===== src/rtl/lin_ab_pkg.sv =====
package lin_ab_pkg;
  typedef enum logic [1:0] {
    MS_IDLE  = 2'd0,
    MS_WAIT  = 2'd1,
    MS_COUNT = 2'd2
  } meas_state_e;
endpackage


===== src/rtl/lin_ab_meas.sv =====
module lin_ab_meas
  import lin_ab_pkg::*;
#(
  parameter int CNT_W     = 15,
  parameter int DIV_W     = 12,
  parameter int FRAC_W    = 4,
  parameter int SPAN_BITS = 8,
  parameter int OVS       = 16
) (
  input  logic             clk_i,
  input  logic             rst_ni,
  input  logic             rx_i,
  input  logic             arm_i,
  output logic             busy_o,
  output logic             done_o,
  output logic             abort_o,
  output logic [DIV_W-1:0] res_o
);
  localparam int EDGE_N = SPAN_BITS / 2 + 1;
  localparam int EW     = $clog2(EDGE_N);
  localparam int SHIFT  = $clog2(SPAN_BITS * OVS) - FRAC_W;
  localparam logic [CNT_W-1:0] CNT_MAX = {CNT_W{1'b1}};
  localparam logic [CNT_W:0]   HALF    = (CNT_W+1)'(1 << (SHIFT - 1));
  localparam logic [CNT_W:0]   RES_MAX = (CNT_W+1)'((1 << DIV_W) - 1);

  meas_state_e      state_q;
  logic [CNT_W-1:0] cnt_q;
  logic [EW-1:0]    edg_q;
  logic             rx_q;
  logic             fall;
  logic [CNT_W:0]   sum;
  logic [CNT_W:0]   quo;

  assign fall    = rx_q & ~rx_i;
  assign done_o  = (state_q == MS_COUNT) && fall && (edg_q == EW'(EDGE_N - 1)) && !arm_i;
  assign abort_o = (state_q == MS_COUNT) && (cnt_q == CNT_MAX) && !done_o && !arm_i;
  assign busy_o  = (state_q != MS_IDLE);

  // round to nearest 1/16, clamp to divisor range
  assign sum   = {1'b0, cnt_q} + HALF;
  assign quo   = sum >> SHIFT;
  assign res_o = (quo > RES_MAX) ? RES_MAX[DIV_W-1:0] : quo[DIV_W-1:0];

  always_ff @(posedge clk_i or negedge rst_ni) begin
    if (!rst_ni) rx_q <= 1'b1;
    else         rx_q <= rx_i;
  end

  always_ff @(posedge clk_i or negedge rst_ni) begin
    if (!rst_ni) begin
      state_q <= MS_IDLE;
      cnt_q   <= '0;
      edg_q   <= '0;
    end else if (arm_i) begin
      state_q <= MS_WAIT;
      cnt_q   <= '0;
      edg_q   <= '0;
    end else begin
      unique case (state_q)
        MS_WAIT: if (fall) begin
          state_q <= MS_COUNT;
          cnt_q   <= CNT_W'(1);
          edg_q   <= EW'(1);
        end
        MS_COUNT: begin
          if (done_o || abort_o) begin
            state_q <= MS_IDLE;
          end else begin
            cnt_q <= cnt_q + CNT_W'(1);
            if (fall) edg_q <= edg_q + EW'(1);
          end
        end
        default: ;
      endcase
    end
  end

  a_r6_busy_needs_arm: assert property (@(posedge clk_i) disable iff (!rst_ni)
    $rose(busy_o) |-> $past(arm_i));
  a_r7_abort_ends: assert property (@(posedge clk_i) disable iff (!rst_ni)
    abort_o |=> !busy_o || $past(arm_i));
  a_r5_done_ends: assert property (@(posedge clk_i) disable iff (!rst_ni)
    done_o |=> !busy_o || $past(arm_i));
  a_r6_idle_stays: assert property (@(posedge clk_i) disable iff (!rst_ni)
    !busy_o && !arm_i |=> !busy_o);
endmodule


===== src/rtl/lin_ab_divreg.sv =====
module lin_ab_divreg #(
  parameter int          DIV_W   = 12,
  parameter logic [11:0] DIV_RST = 12'h100
) (
  input  logic             clk_i,
  input  logic             rst_ni,
  input  logic             wr_i,
  input  logic [DIV_W-1:0] wdata_i,
  input  logic             load_i,
  input  logic [DIV_W-1:0] ldata_i,
  output logic [DIV_W-1:0] div_o,
  output logic             upd_o
);
  always_ff @(posedge clk_i or negedge rst_ni) begin
    if (!rst_ni) begin
      div_o <= DIV_W'(DIV_RST);
      upd_o <= 1'b0;
    end else begin
      upd_o <= load_i;
      if (load_i)    div_o <= ldata_i;
      else if (wr_i) div_o <= wdata_i;
    end
  end

  a_r2_div_source: assert property (@(posedge clk_i) disable iff (!rst_ni)
    !$stable(div_o) |-> $past(wr_i) || $past(load_i));
  a_r5_upd_single: assert property (@(posedge clk_i) disable iff (!rst_ni)
    upd_o && !load_i |=> !upd_o);
endmodule


===== src/rtl/lin_ab_tick.sv =====
module lin_ab_tick #(
  parameter int DIV_W  = 12,
  parameter int FRAC_W = 4
) (
  input  logic             clk_i,
  input  logic             rst_ni,
  input  logic             en_i,
  input  logic [DIV_W-1:0] div_i,
  output logic             tick_o
);
  localparam int AW = DIV_W + 1;
  localparam logic [AW-1:0] STEP = AW'(1 << FRAC_W);

  logic [AW-1:0] acc_q;
  logic [AW-1:0] eff;
  logic [AW-1:0] sum;

  assign eff = ({1'b0, div_i} < STEP) ? STEP : {1'b0, div_i};
  assign sum = acc_q + STEP;

  always_ff @(posedge clk_i or negedge rst_ni) begin
    if (!rst_ni) begin
      acc_q  <= '0;
      tick_o <= 1'b0;
    end else if (!en_i) begin
      acc_q  <= '0;
      tick_o <= 1'b0;
    end else if (sum >= eff) begin
      acc_q  <= sum - eff;  // carry remainder, no drift
      tick_o <= 1'b1;
    end else begin
      acc_q  <= sum;
      tick_o <= 1'b0;
    end
  end

  a_r10_tick_off: assert property (@(posedge clk_i) disable iff (!rst_ni)
    !$past(en_i) |-> !tick_o);
  a_r9_min_div_every_cycle: assert property (@(posedge clk_i) disable iff (!rst_ni)
    en_i && $past(en_i) && ($past(div_i) <= DIV_W'(STEP)) && ($past(acc_q) == '0) |-> tick_o);
endmodule


===== src/rtl/lin_autobaud.sv =====
module lin_autobaud #(
  parameter int          CNT_W     = 15,
  parameter int          INT_W     = 8,
  parameter int          FRAC_W    = 4,
  parameter int          SPAN_BITS = 8,
  parameter int          OVS       = 16,
  parameter logic [11:0] DIV_RST   = 12'h100
) (
  input  logic        clk_i,
  input  logic        rst_ni,
  input  logic        rx_i,
  input  logic        brk_det_i,
  input  logic        auto_en_i,
  input  logic        slave_i,
  input  logic        div_wr_i,
  input  logic [11:0] div_wdata_i,
  output logic [11:0] div_o,
  output logic        tick_o,
  output logic        upd_o,
  output logic        busy_o,
  output logic        err_o
);
  localparam int DIV_W = INT_W + FRAC_W;

  logic             arm;
  logic             done;
  logic             abort;
  logic [DIV_W-1:0] res;
  logic [DIV_W-1:0] div;

  assign arm   = brk_det_i & auto_en_i;
  assign div_o = 12'(div);

  lin_ab_meas #(
    .CNT_W(CNT_W), .DIV_W(DIV_W), .FRAC_W(FRAC_W),
    .SPAN_BITS(SPAN_BITS), .OVS(OVS)
  ) u_meas (
    .clk_i, .rst_ni, .rx_i, .arm_i(arm),
    .busy_o, .done_o(done), .abort_o(abort), .res_o(res)
  );

  lin_ab_divreg #(.DIV_W(DIV_W), .DIV_RST(DIV_RST)) u_div (
    .clk_i, .rst_ni,
    .wr_i(div_wr_i), .wdata_i(DIV_W'(div_wdata_i)),
    .load_i(done), .ldata_i(res),
    .div_o(div), .upd_o
  );

  lin_ab_tick #(.DIV_W(DIV_W), .FRAC_W(FRAC_W)) u_tick (
    .clk_i, .rst_ni, .en_i(slave_i), .div_i(div), .tick_o
  );

  always_ff @(posedge clk_i or negedge rst_ni) begin
    if (!rst_ni) err_o <= 1'b0;
    else         err_o <= abort;
  end

  a_r3_no_arm_without_enable: assert property (@(posedge clk_i) disable iff (!rst_ni)
    !auto_en_i && !busy_o |=> !busy_o);
  a_r7_err_keeps_div: assert property (@(posedge clk_i) disable iff (!rst_ni)
    err_o && !$past(div_wr_i) |-> $stable(div_o) && !upd_o);
endmodule


===== config.mk =====
export PLATFORM = sky130hd
export DESIGN_NAME = lin_autobaud
export DESIGN_NICKNAME = d
export VERILOG_FILES = /design/src/rtl/lin_ab_pkg.sv /design/src/rtl/lin_ab_meas.sv /design/src/rtl/lin_ab_divreg.sv /design/src/rtl/lin_ab_tick.sv /design/src/rtl/lin_autobaud.sv
export SDC_FILE = /design/constraint.sdc
export NUM_CORES = 1
export LEC_CHECK = 0
export BUFFER_PORTS_ARGS = -buffer_cell sky130_fd_sc_hd__buf_4
export CAP_MARGIN = 20
export CORE_MARGIN = 2
export CORE_UTILIZATION = 35
export CTS_CLUSTER_SIZE = 12
export DETAILED_ROUTE_END_ITERATION = 12
export GPL_ROUTABILITY_DRIVEN = 0
export PLACE_DENSITY = 0.59
export SYNTH_ARGS = -nofsm -noshare
export SYNTH_HDL_FRONTEND = slang
export SYNTH_SLANG_ARGS = --single-unit

===== constraint.sdc =====
create_clock -name clk_i -period 3.7 [get_ports clk_i]
set_input_delay 0.185 -clock clk_i [delete_from_list [all_inputs] [get_ports clk_i]]
set_output_delay 0.185 -clock clk_i [all_outputs]
set_load 0.05 [all_outputs]

=== Word-level counts from Yosys, hierarchy flattened ===
Index checks and enable logic that the tools add are counted.

* Add/subtract/negate cells: 5
* Magnitude comparators: 3
* Eq/ne operators: 8
* Multiplexer cells: 21
* Bitwise operators: 3
* Reductions and logical operators: 15

{| class="wikitable"
|+ Operator list
! cell !! count
|-
| $mux W12 || 4
|-
| $mux W15 || 3
|-
| $pmux W15 S2 || 1
|-
| $mux W13 || 2
|-
| $add A15 B3 Y16 const B || 1
|-
| $add A15 B1 Y15 const B || 1
|-
| $eq A15 B15 Y1 const B || 1
|-
| $add A13 B5 Y13 const B || 1
|-
| $ge A13 B13 Y1 || 1
|-
| $gt A13 B12 Y1 const B || 1
|-
| $sub A13 B13 Y13 || 1
|-
| $lt A12 B5 Y1 const B || 1
|-
| $mux W3 || 4
|-
| $logic_and A1 B1 Y1 || 6
|-
| $mux W2 || 3
|-
| $ne A3 B1 Y1 const B || 2
|-
| $ne A3 B2 Y1 const B || 2
|-
| $pmux W3 S2 || 1
|-
| $reduce_and A3 Y1 || 2
|-
| $pmux W2 S2 || 1
|-
| $reduce_and A4 Y1 || 1
|-
| $reduce_bool A2 Y1 || 2
|-
| $add A3 B1 Y3 const B || 1
|-
| $eq A3 B3 Y1 const B || 1
|-
| 8 further kinds || 11
|}

* Register bits: 49
* Input bits: 19
* Output and inout bits: 16
* Logic and storage cells: 64

=== Logic depth before layout (Yosys ltp) ===
Gate-level depths: netlist of run 1.

* Depth after elaboration: 12
* Gate-level depth with buffers: 13
* Mapped depth without buffers: 12

=== Hierarchy ===
A second synthesis of run 1 with hierarchy kept.

* Cell total of the unflattened synthesis: 393
* Area, all modules: 3509.6 µm²

{| class="wikitable"
|+ Modules (own cells, without submodules)
! module !! instances !! cells an instance !! area an instance (µm²) !! sequential area each (µm²)
|-
| lin_ab_meas || 1 || 169 || 1514.0 || 526.8
|-
| lin_ab_tick || 1 || 170 || 1387.6 || 350.3
|-
| lin_ab_divreg || 1 || 52 || 576.8 || 326.6
|-
| lin_autobaud || 1 || 2 || 31.3 || 25.0
|}

=== Least setup slack after synthesis of run 1 ===
OpenSTA, ideal clock, no wires.

* Path type: register to register
* From: register u_div.div_o[10]
* To: register u_tick.acc_q[8]
* Setup time: 0.136 ns
* Arrival time: 2.915 ns
* Data required time: 3.564 ns
* Slack: 0.650 ns
* Cell stages (with the launch flop): 12
* Buffers on the path: 1
* Clock period less this slack: 3.050 ns
* Cell sequence: dfrtp_1 > nor4_1 > nand2_1 > nand2_1 > ha_1 > nor2b_1 > o31a_1 > o41ai_2 > o311ai_4 > buf_6 > mux2i_1 > nor2_1

* Word-level cells in the longest chain between the ends: 5
* Elaborated cells between the ends (all ways): 6
* Classes of those cells: 1 x add/sub; 2 x order compare; 3 x mux

{| class="wikitable"
|+ RTL lines
! what !! RTL line !! text
|-
| from (decl) || lin_ab_divreg.sv:11 || <nowiki>output logic [DIV_W-1:0] div_o,</nowiki>
|-
| from (signal assigned) || lin_ab_divreg.sv:16 || <nowiki>div_o <= DIV_W'(DIV_RST);</nowiki>
|-
| from (signal assigned) || lin_ab_divreg.sv:20 || <nowiki>if (load_i) div_o <= ldata_i;</nowiki>
|-
| from (signal assigned) || lin_ab_divreg.sv:21 || <nowiki>else if (wr_i) div_o <= wdata_i;</nowiki>
|-
| $lt A12 B5 Y1 || lin_ab_tick.sv:18 || <nowiki>assign eff = ({1'b0, div_i} < STEP) ? STEP : {1'b0, div_i};</nowiki>
|-
| $mux W12 * || lin_ab_tick.sv:18 ||
|-
| $sub A13 B13 Y13 or $ge A13 B13 Y1 (tied branches) || lin_ab_tick.sv:29, lin_ab_tick.sv:28 ||
|-
| $mux W13 * || lin_ab_tick.sv:28 || <nowiki>end else if (sum >= eff) begin</nowiki>
|-
| $mux W13 * || lin_ab_tick.sv:25 || <nowiki>end else if (!en_i) begin</nowiki>
|-
| to (signal assigned) || lin_ab_tick.sv:29 || <nowiki>acc_q <= sum - eff;</nowiki>
|-
| to (signal assigned) || lin_ab_tick.sv:32 || <nowiki>acc_q <= sum;</nowiki>
|-
| to (decl) || lin_ab_tick.sv:14 || <nowiki>logic [AW-1:0] acc_q;</nowiki>
|}

Mark *: on every way between the ends. The rest lies on a longest branch, timed or not.
A chain may end at the register's enable or synchronous reset.

=== Worst setup path in the final report of run 1 ===
* From: register u_div.div_o[10]
* To: register u_tick.acc_q[6]

The elaborated chain is that of the path after synthesis.

==> results.md, run 1 <==
- Multi-input gate area: 0.00189 mm²
- Syn_area_per_cell: 9.07 µm²
- Starting Density: 0.356
- Largest cells by area after synthesis: dfrtp_1, ha_1, xnor2_1
- Peak VDD IR: 0.288 mV
- Register bit total from synthesis: 49
- Slowest library cell on the worst path: o41ai_2
- Unique masters post-synth: 52
- Startpoint types: flip-flop
- Worst clock skew: 0.00426 ns
- Sw frac: 0.430
- Largest net degree at the start of global routing: 50
- Vias per cell: 5.22
- Fmax: 0.299 GHz
- Reg area: 0.00123 mm²
- Area of the core: 0.00911 mm²
- Sequential Power Share: 0.318
- WP data required: 3.87 ns
- WP buf/inv: 0
- Nets: 425
- Num rows: 35
- Clk_lat worst skew: 0.30 ns
- Initial antenna violation count: 0
- Net switching power: 0.000936 W
- N_diodes: 0
- DR pass1 iterations: 4
- Design area: 0.00371 mm²
- Total track usage: 0.157
- Final Slew Violations: 0
- Async SR Flop Fraction: 1.00
- P_int: 0.00124 W
- Routed Antenna Nets: 0
- Total I/O pin count: 35
- Clock power frac: 0.164
- CP delay by family, top: compound AO/OA/AOI/OAI gates
- CTS tree: yes
- TNS Setup: 0 ns
- Die Wd: 100 µm
- Port Buffers: 34
- DR iter-0 viols: 71
- Wire length per cell: 15.1 µm
- Post-place instance area: 0.00359 mm²
- Min Tclk post-route: 3.35 ns
- Max incr delay on CP: 0.55 ns
- Final setup viols: 0
- Comb power frac: 0.518
- GRT Residual Overflow: 0
- Synth Cell Area: 0.00325 mm²
- Syn_nets: 395
- Endpoint class of the critical path: flip-flop
- Vias: 2611
- Hold Fails Final Rpt: 0
- Synth-to-layout area growth: 14.2%
- CP dominant cell by count: nand2_1
- DRC: 0
- CTS clk-pin slew, worst paths: 0.10 ns
- Yosys top cell area share: 0.362
- Die Ht: 100 µm
- Post-synth EDFFs: 0
- Max Cap Violations: 0
- Warnings from Yosys: 0
- Rel. slew slack: 0.407
- Crit path max fanout: 18
- Least-Margin Pin Slew: 0.887 ns
- Sink Count: 49
- Vias in the first global route: 2592
- Layout filler cell count: 933
- RSZ-0062 raised after global routing: no
- Total Wirelength: 7.55 mm
- CTS root buf: clkbuf_8
- Top_reg_cell synth: dfrtp_1
- HPWL Detailed: 5.79 mm
- CP arrival: 3.52 ns
- Cell count after synthesis: 358
- Cell taking the most area after synthesis: dfrtp_1
- Layout cell share with drive strength beyond 1: 0.149
- First-pass GRT wire length: 12.7 mm
- Seq/Total Area, Yosys: 0.378
- H-tree depth: 2
- PwrDens: 587 mW/mm²
- Hold Crit Class: primary input to flip-flop
- Critical path class: flip-flop to flip-flop
- Status: completed
- Static Leak: 1.66 nW
- Tcrit/Tclk final: 0.905
- Worst path cell trace: nor4_1 -> nand2_1 -> nand2_1 -> ha_1 -> nor2b_1 -> o31a_1 -> o41ai_2 -> o311ai_4 -> and2_2 -> o2bb2ai_1
- Die area: 0.0101 mm²
- Max Root-Sink Buffers: 2
- CTS Buf Count: 5
## path summary, 6_finish.rpt
| kind | startpoint | end | slack [ns] | depth (start not counted) |
|---|---|---|---|---|
| hold reg to reg | u_div.div_o[2]$_DFFE_PN0P_ | u_div.div_o[2]$_DFFE_PN0P_ | 0.53 | 1 |
| min in group asynchronous | rst_ni | u_tick.acc_q[12]$_DFF_PN0_ | 0.43 | 2 |
| hold / removal | auto_en_i | u_meas.state_q[0]$_DFFE_PN0P_ | 0.14 | 3 |
| max in group asynchronous | rst_ni | u_meas.cnt_q[4]$_DFFE_PN0P_ | 2.85 | 2 |
| setup / recovery | u_div.div_o[10]$_DFFE_PN0P_ | u_tick.acc_q[6]$_DFF_PN0_ | 0.35 | 10 |
| setup reg to reg | u_div.div_o[10]$_DFFE_PN0P_ | u_tick.acc_q[6]$_DFF_PN0_ | 0.35 | 10 |
## registers in the layout, summed over array words and instances (netlist names)
signal	count
u_div.upd_o	1
u_meas.cnt_q	15
u_div.div_o	12
u_tick.acc_q	13
err_o	1
u_meas.rx_q	1
u_meas.state_q	2
u_meas.edg_q	3
u_tick.tick_o	1
## cells by family after synthesis
family	count (synthesis)	synth area share
AO/OA/AOI/OAI	86	0.185
multiplexers	8	0.0247
flip-flops	49	0.378
buffers and inverters	30	0.0381
AND/OR/NAND/NOR	133	0.210
XOR/XNOR	34	0.0917
adder cells (fa/ha/maj)	18	0.0717
## cell type report
type | count | share of cell area
tap | 111 | 0.0374
clock inverter | 2 | 0.00472
inverter | 15 | 0.0152
timing repair buffer | 38 | 0.0783
multi-input combinational | 279 | 0.511
clock buffer | 6 | 0.0223
sequential | 49 | 0.331
## worst register-to-register path: stages (launching register included)
cell       delay, ns
dfrtp_1         0.42
nor4_1          0.43
nand2_1         0.18
nand2_1         0.15
ha_1            0.26
nor2b_1         0.16
o31a_1          0.28
o41ai_2         0.55
o311ai_4        0.35
and2_2          0.32
o2bb2ai_1       0.11
## synthesized netlist by cell type, drive strengths merged, types with 4 or more instances
master   n
a211oi   8
a21o    17
clkbuf  12
inv     15
nor4     9
dfrtp   47
xor2    15
nor2    35
nand3   17
o21ai   11
nand2b   4
mux2i    8
nand2   28
nor2b    4
xnor2   19
ha      17
nand4    6
a21oi   33
nor3    12
and2     4
## power by group through the flow
stage | sequential, W | combinational, W | clock, W
after floorplan | 0.000745 | 0.000848 | 0
after CTS | 0.000693 | 0.00113 | 0.000369
after global routing | 0.000705 | 0.00124 | 0.000393
after global placement | 0.000701 | 0.00111 | 0
after detailed placement | 0.000704 | 0.00112 | 0
final | 0.000692 | 0.00113 | 0.000356
## per-stage QoR
stage	worst slack, ns	util	power (W)	instances	hold WS, ns
3_5_place_dp	0.329	0.394	0.00183	490	0.255
4_1_cts	0.307	0.407	0.00219	500	0.134
6_report	0.350	0.407	0.00218	500	0.138
3_3_place_gp	0.442	0.394	0.00181	490	0.258
2_1_floorplan	0.650	-	0.00159	358	-0.111
5_1_grt	0.188	0.407	0.00234	500	0.154
## layer usage
layer  global-route usage  vias up  wire, µm
met5                    0        -         0
met4               0.0327        0        65
met3               0.0258        6       296
met2                0.271       46      3680
met1                0.207     1223      3510
li1                     -     1336         -
## cells in the final DEF (no fill, tap or decap), drive strengths merged, types with 3 or more instances in the layout
cell type and instances:
a211oi 8, a21o 17, a21oi 33, and2 4, and3 3, buf 36
clkbuf 6, dfrtp 47, ha 17, inv 16, mux2i 8, nand2 28
nand2b 4, nand3 17, nand4 6, nor2 35, nor2b 4, nor3 12
nor4 9, o21a 3, o21ai 11, xnor2 19, xor2 15
## what timing repair did
action	in CTS	in global routing
setup buffers	0	0
endpoints found under the setup margin	0	0
hold buffers	2	0
hold endpoints to repair	48	0
gates resized for setup	0	0
No activity file was read; power rests on OpenSTA's default activity.
==> run 2, diff against run 1 <==
- CORE_UTILIZATION: 35 -> 46
- PLACE_DENSITY: 0.59 -> 0.72
- SYNTH_HIERARCHICAL: not set -> 1
==> run 2 against run 1 <==
Sequential share of layout area fell by 2.1 points. Via count rose by 19%. Worst setup slack gained 0.39 ns. First-iteration DRC count up 110%. Largest cell class unchanged. Area after synthesis increased by 8.1%. Sequential power up 5.1%. Clock power increased by 15%. Final cell count increased by 5.2%. Final area increased by 6.7%. Register-to-register slack better by 0.39 ns.
==> results.md, run 2 <==
- Top_reg_cell synth: dfrtp_1
- R2R setup slack: 0.74 ns
- Max incr delay on CP: 0.47 ns
- Post-CTS Resized: 0
- Unique masters post-synth: 65
- Static Leak: 1.74 nW
- Net switching power: 0.000923 W
- Die area: 0.00834 mm²
- Final setup viols: 0
- RR Startpoint: u_div/div_o[11]$_DFFE_PN0P_
- H-tree depth: 2
- Area of the core: 0.00733 mm²
- Synth-to-layout area growth: 12.8%
- Clock power frac: 0.186
- Max Cap Violations: 0
- Nets: 463
- PwrDens: 555 mW/mm²
- Worst hold margin: 0.147 ns
- Worst Reg2Reg Path Length in Cells: 11
- Worst clock skew: 0.00438 ns
- Largest register FFs: 15
- Largest regs: u_meas/cnt_q: 15 flops, u_tick/acc_q: 13 flops, u_div/div_o: 12 flops
- Peak VDD IR: 0.228 mV
- Sequential Power Share: 0.330
- Least-Margin Pin Slew: 0.939 ns
- Hold path startpoint: slave_i
- Crit path max fanout: 12
- DR pass1 iterations: 4
- Vias per cell: 5.90
- Hold Path Depth: 2
- Final WS setup: 0.737 ns
- Num rows: 31
- Top reg by flops: u_meas/cnt_q
- Max Root-Sink Buffers: 2
- Worst path cell trace: nor4_1 -> nand2_1 -> and2_1 -> ha_1 -> nand2b_1 -> a21oi_1 -> o21a_1 -> o2111ai_1 -> buf_4 -> and3_2 -> o21a_1
- DR iter-0 viols: 151
- Final Slew Violations: 0
- Min Tclk post-route: 2.96 ns
- Sw frac: 0.420
- Syn_area_per_cell: 8.93 µm²
- Startpoint types: flip-flop
- Cts hold-fix bufs: 2
- Routed Antenna Nets: 0
- Tcrit/Tclk final: 0.801
- Most frequent cell after synthesis: dfrtp_1
- RSZ-0062 raised after global routing: no
- Die Ht: 91.3 µm
- Yosys top cell area share: 0.335
- N_diodes: 0
- FF-to-FF End: u_tick/acc_q[10]$_DFF_PN0_
- Largest net degree at the start of global routing: 50
- CP dominant cell by count: o21a_1
- Starting Density: 0.479
- Finished Core Util: 0.540
- Largest cells by area after synthesis: dfrtp_1, ha_1, mux2i_1
- Critical path class: flip-flop to flip-flop
- Endpoint class of the critical path: flip-flop
- CTS Buf Count: 5
- Setup crit start: u_div/div_o[11]$_DFFE_PN0P_
- Total Wirelength: 8.44 mm
- Synth top cells by count: dfrtp_1, nand2_1, a21oi_1, inv_1, nand3_1
- P_int: 0.00128 W
- Hold Crit Class: primary input to flip-flop
- Pre-CTS setup slack: 0.772 ns
- Cell count after synthesis: 393
- CTS tree: yes
- Vias in the first global route: 3102
- HPWL Detailed: 6.32 mm
- Warnings from Yosys: 6
- Hold Fails Final Rpt: 0
- Layout cell share with drive strength beyond 1: 0.164
- Post-CTS setup buffer count: 0
- Comb power frac: 0.484
- Cell taking the most area after synthesis: dfrtp_1
- Worst Hold Path EP: u_tick/acc_q[7]$_DFF_PN0_
- Seq/Total Area, Yosys: 0.350
- DRC: 0
- Fmax: 0.337 GHz
- Total I/O pin count: 35
- Wire length per cell: 16.0 µm
- Port Buffers: 34
- Total track usage: 0.212
- CTS root buf: clkbuf_8
- Most frequent cells in the layout: dfrtp_1, nand2_1, buf_4
- Synth Cell Area: 0.00351 mm²
- Status: completed
- Post-synth EDFFs: 0
- Rel. slew slack: 0.368
- Vias: 3106
- GRT Residual Overflow: 0
- CP arrival: 3.16 ns
- Sink Count: 49
- CTS clk-pin slew, worst paths: 0.09 ns
- Syn_nets: 430
- Initial antenna violation count: 0
- Clk_lat worst skew: 0.31 ns
- TNS Setup: 0 ns
- First-pass GRT wire length: 14.5 mm
- Register bit total from synthesis: 49
- Async SR Flop Fraction: 1.00
- WP data required: 3.90 ns
- Die Wd: 91.3 µm
- Slowest library cell on the worst path: nor4_1
- Commonest non-fill, non-tap cell in the layout: dfrtp_1
-- run 2: final cells by class --
cell class	count	area, µm²
clock inverters	1	30.0
clock buffers	7	86.3
flip-flops and latches	49	1230
fillers	669	3370
inverters	21	78.8
well taps	99	124
multi-input cells	308	2100
repair buffers	41	308
-- run 2: worst max-delay path: cells and delay by family (launching register included) --
family / cells / cell delay (ns)
flops: 1 / 0.42
fa+ha+maj: 1 / 0.20
buf+inv: 1 / 0.21
compound gates: 4 / 0.83
simple gates: 5 / 1.21
-- run 2: stage by stage --
step                      area, µm²  power (W)  cells
after global routing           3960    0.00234    526
after floorplan                3510    0.00153    393
after global placement         3810    0.00175    514
after detailed placement       3810    0.00177    514
final                          3960    0.00220    526
after CTS                      3950    0.00220    524
-- run 2: worst max-delay path by stage --
stage	to	slack, ns	depth (start not counted)
3_5_place_dp	u_tick/acc_q[2]$_DFFE_PN0P_	0.77	10
2_1_floorplan	u_tick/acc_q[7]$_DFF_PN0_	0.97	11
6_report	u_tick/acc_q[10]$_DFF_PN0_	0.74	11
4_1_cts	u_tick/acc_q[0]$_DFFE_PN0P_	0.72	10
3_3_place_gp	u_tick/acc_q[11]$_DFF_PN0_	0.79	10
5_1_grt	u_tick/acc_q[10]$_DFF_PN0_	0.53	12
-- run 2: cells by family (layout without fill, tap and decap cells) --
kind of cell               Yosys count  after routing  share of synthesized area
DFF                                 49             49                      0.350
muxes                               19             19                     0.0549
buffers and inverters               36             70                     0.0538
and+or+nand+nor                    152            152                      0.244
xor gates and xnor gates            17             17                     0.0424
adders and majority gates           18             18                     0.0663
AOI/OAI and AO/OA                  102            102                      0.188
-- run 2: routing by layer --
metal,vias up,part of all wire,GRT usage
met5,-,0,0
met4,0,0.0085,0.0492
met3,9,0.036,0.0324
met2,61,0.52,0.397
met1,1508,0.43,0.253
li1,1528,-,-
-- run 2: power by group through the flow --
stage	clock network [W]	registers [W]	logic (W)
finish	0.000408	0.000727	0.00106
global route	0.000439	0.000738	0.00117
CTS	0.000421	0.000724	0.00105
detailed placement	0	0.000733	0.00104
global placement	0	0.000728	0.00102
floorplan	0	0.000770	0.000764
==> run 3, diff against run 2 <==
- ABC_AREA: not set -> 1
- PLACE_DENSITY: 0.72 -> 0.74
- clock period: 3.7 -> 2.7 ns (I/O delays scaled with it)
==> run 3 against run 2 <==
Critical path depth grew 6. Utilization is 0.30 points lower. Non-clock buffer count rose by 2. Worst setup slack got worse by 0.60 ns. Largest cell class unchanged. Maximum frequency rose by 16%. Via count grew 22%.
==> results.md, run 3 <==
- Synth-to-layout area growth: 13.1%
- CTS clk-pin slew, worst paths: 0.10 ns
- Initial antenna violation count: 0
- Synth Cell Area: 0.00414 mm²
- Total Wirelength: 9.94 mm
- Placed insts: 720
- Async SR Flop Fraction: 1.00
- Syn_area_per_cell: 7.03 µm²
- Vias per cell: 5.18
- Unique masters post-synth: 41
- Design area: 0.00468 mm²
- Port Buffers: 34
- Top_reg_cell synth: dfrtp_1
- Yosys top cell area share: 0.284
- Hold Path Depth: 3
- CP dominant cell by count: nand2_1
- Die Ht: 98.9 µm
- Max Root-Sink Buffers: 2
- Syn_nets: 626
- Warnings from Yosys: 6
- Area of the core: 0.00872 mm²
- P_int: 0.00192 W
- Largest regs: u_meas/cnt_q: 15 flops, u_tick/acc_q: 13 flops, u_div/div_o: 12 flops
- WP data required: 2.90 ns
- Largest cells by area after synthesis: dfrtp_1, nand2_1, inv_1
- Cell count after synthesis: 589
- Final setup viols: 0
- Multi-input gate area: 0.00252 mm²
- Least-Margin Pin Slew: 0.631 ns
- Seq/Total Area, Yosys: 0.297
- Final Slew Violations: 0
- H-tree depth: 2
- Sw frac: 0.474
- CTS Buf Count: 5
- Worst Reg2Reg Path Length in Cells: 17
- Status: completed
- Die Wd: 98.9 µm
- CTS tree: yes
- Net switching power: 0.00173 W
- Tcrit/Tclk final: 0.948
- Largest register FFs: 15
- Post-synth EDFFs: 0
- Worst clock skew: 0.0106 ns
- Min Tclk post-route: 2.56 ns
- Post-place instance area: 0.00441 mm²
- Top reg by flops: u_meas/cnt_q
- HPWL Detailed: 7.54 mm
- Fmax: 0.391 GHz
- Hold Crit Class: primary input to flip-flop
- Worst path cell trace: ha_2 -> nand2_2 -> nor2_2 -> xor2_1 -> inv_1 -> ha_4 -> nand2_1 -> inv_2 -> nand2_1 -> inv_1 -> nand2_1 -> nand3_1 -> nand2_4 -> buf_4 -> nand3_1 -> nand2_1 -> nor2_1
- Total track usage: 0.209
- Reg area: 0.00123 mm²
- Max Cap Violations: 0
- DR iter-0 viols: 201
- Endpoint class of the critical path: flip-flop
- GRT Residual Overflow: 0
- Commonest non-fill, non-tap cell in the layout: nand2_1
- Layout cell share with drive strength beyond 1: 0.224
- Routed Antenna Nets: 0
- Sink Count: 49
- Wire length per cell: 13.6 µm
- Vias in the first global route: 3671
- Crit path max fanout: 7
- Nets: 661
- Most frequent cell after synthesis: nand2_1
- Rel. slew slack: 0.580
- RR Startpoint: u_tick/acc_q[4]$_DFF_PN0_
- Synth top cells by count: nand2_1, inv_1, nand3_1, dfrtp_1, nor2_1
- Layout filler cell count: 826
- Hold Fails Final Rpt: 0
- Clk_lat worst skew: 0.30 ns
- PwrDens: 780 mW/mm²
- Total I/O pin count: 35
- Slowest library cell on the worst path: dfrtp_1
- Vias: 3798
- Setup crit start: u_tick/acc_q[4]$_DFF_PN0_
- Clock power frac: 0.153
- Most frequent cells in the layout: nand2_1, inv_1, nand3_1
- Layout Cells excl Fill: 733
- Max incr delay on CP: 0.44 ns
- Static Leak: 2.45 nW
- Cell taking the most area after synthesis: dfrtp_1
- Hold path startpoint: div_wdata_i[8]
- Die area: 0.00977 mm²
- DRC: 0
- DR pass1 iterations: 5
- CP arrival: 2.76 ns
- Largest net degree at the start of global routing: 50
- Num rows: 34
- Register bit total from synthesis: 49
- N_diodes: 0
- Critical path class: flip-flop to flip-flop
- Sequential Power Share: 0.269
- Starting Density: 0.475
- First-pass GRT wire length: 16.9 mm
- Startpoint types: flip-flop
- CTS root buf: clkbuf_8
- Peak VDD IR: 0.317 mV
- Comb power frac: 0.578
==> run 3: changes by cell type after synthesis, sizes merged, moves of 10 or more <==
cell / delta
nand2: +159
inv: +70
nand3: +48
nor2: +40
nand4: +19
a21oi: -18
mux2i: -17
o31ai: -13
nor3: -11
or4: -11
xor2: +10
==> run 3: layer usage <==
metal,up-vias,GRT usage,part of all wire
met4,0,0.0527,0.016
met2,106,0.385,0.52
met1,1742,0.261,0.41
met3,13,0.0220,0.048
li1,1937,-,-
met5,-,0,0
==> run 3: through the flow <==
stage	power [W]	util	TNS, ns	hold WS [ns]	setup slack, ns
2_1_floorplan	0.00257	-	0	-0.161	0.248
3_3_place_gp	0.00287	0.506	0	0.203	0.130
3_5_place_dp	0.00292	0.506	-0.0397	0.209	-0.0306
4_1_cts	0.00352	0.523	-0.00869	0.0755	-0.00699
5_1_grt	0.00395	0.537	-0.0277	0.0836	-0.0270
6_report	0.00365	0.537	0	0.0753	0.142
==> run 3: cells by family (layout without fill, tap and decap cells) <==
logic type / after synthesis / after routing / share of synthesized area
XOR/XNOR: 19 / 19 / 0.0420
adder cells (fa/ha/maj): 18 / 18 / 0.0562
AND/OR/NAND/NOR: 360 / 361 / 0.423
AO/OA/AOI/OAI: 35 / 35 / 0.0602
buffers and inverters: 108 / 143 / 0.122
flip-flops: 49 / 49 / 0.297
==> run 3: worst max-delay path: cells and delay by family (launching register included) <==
family        cells  cell delay (ns)
xor+xnor          1             0.15
fa+ha+maj         2             0.49
buf+inv           4             0.36
flops             1             0.44
simple gates     10             1.03
==> run 3: layout make-up <==
cell class	instances	area share
multi-input combinational	433	0.539
sequential	49	0.263
inverter	92	0.0740
timing repair buffer	43	0.0700
tap	108	0.0289
clock buffer	6	0.0176
clock inverter	2	0.00801
==> run 3: worst paths after layout <==
check                      slack, ns                     endpoint
setup / recovery                0.14    u_tick/acc_q[7]$_DFF_PN0_
hold / removal                  0.08   u_div/div_o[8]$_DFFE_PN1P_
setup reg to reg                0.14    u_tick/acc_q[7]$_DFF_PN0_
hold reg to reg                 0.52   u_div/div_o[8]$_DFFE_PN1P_
max in group asynchronous       1.85   u_div/div_o[6]$_DFFE_PN0P_
min in group asynchronous       0.39  u_tick/acc_q[1]$_DFFE_PN0P_
==> run 3: what timing repair did <==
action | CTS | global route
hold buffers | 2 | 0
endpoints found under the setup margin | 2 | 14
gates cloned | 0 | 1
buffers inserted | 0 | 2
pin swaps | 0 | 5
resized for setup | 1 | 19
endpoints found under the hold margin | 48 | 0
==> run 3: power by group through the flow <==
stage / Sequential, W / Clock (W) / Combinational [W]
6_report: 0.000983 / 0.000561 / 0.00211
3_5_place_dp: 0.000991 / 0 / 0.00193
5_1_grt: 0.00101 / 0.000603 / 0.00234
4_1_cts: 0.000978 / 0.000577 / 0.00197
2_1_floorplan: 0.00105 / 0 / 0.00152
3_3_place_gp: 0.000982 / 0 / 0.00189
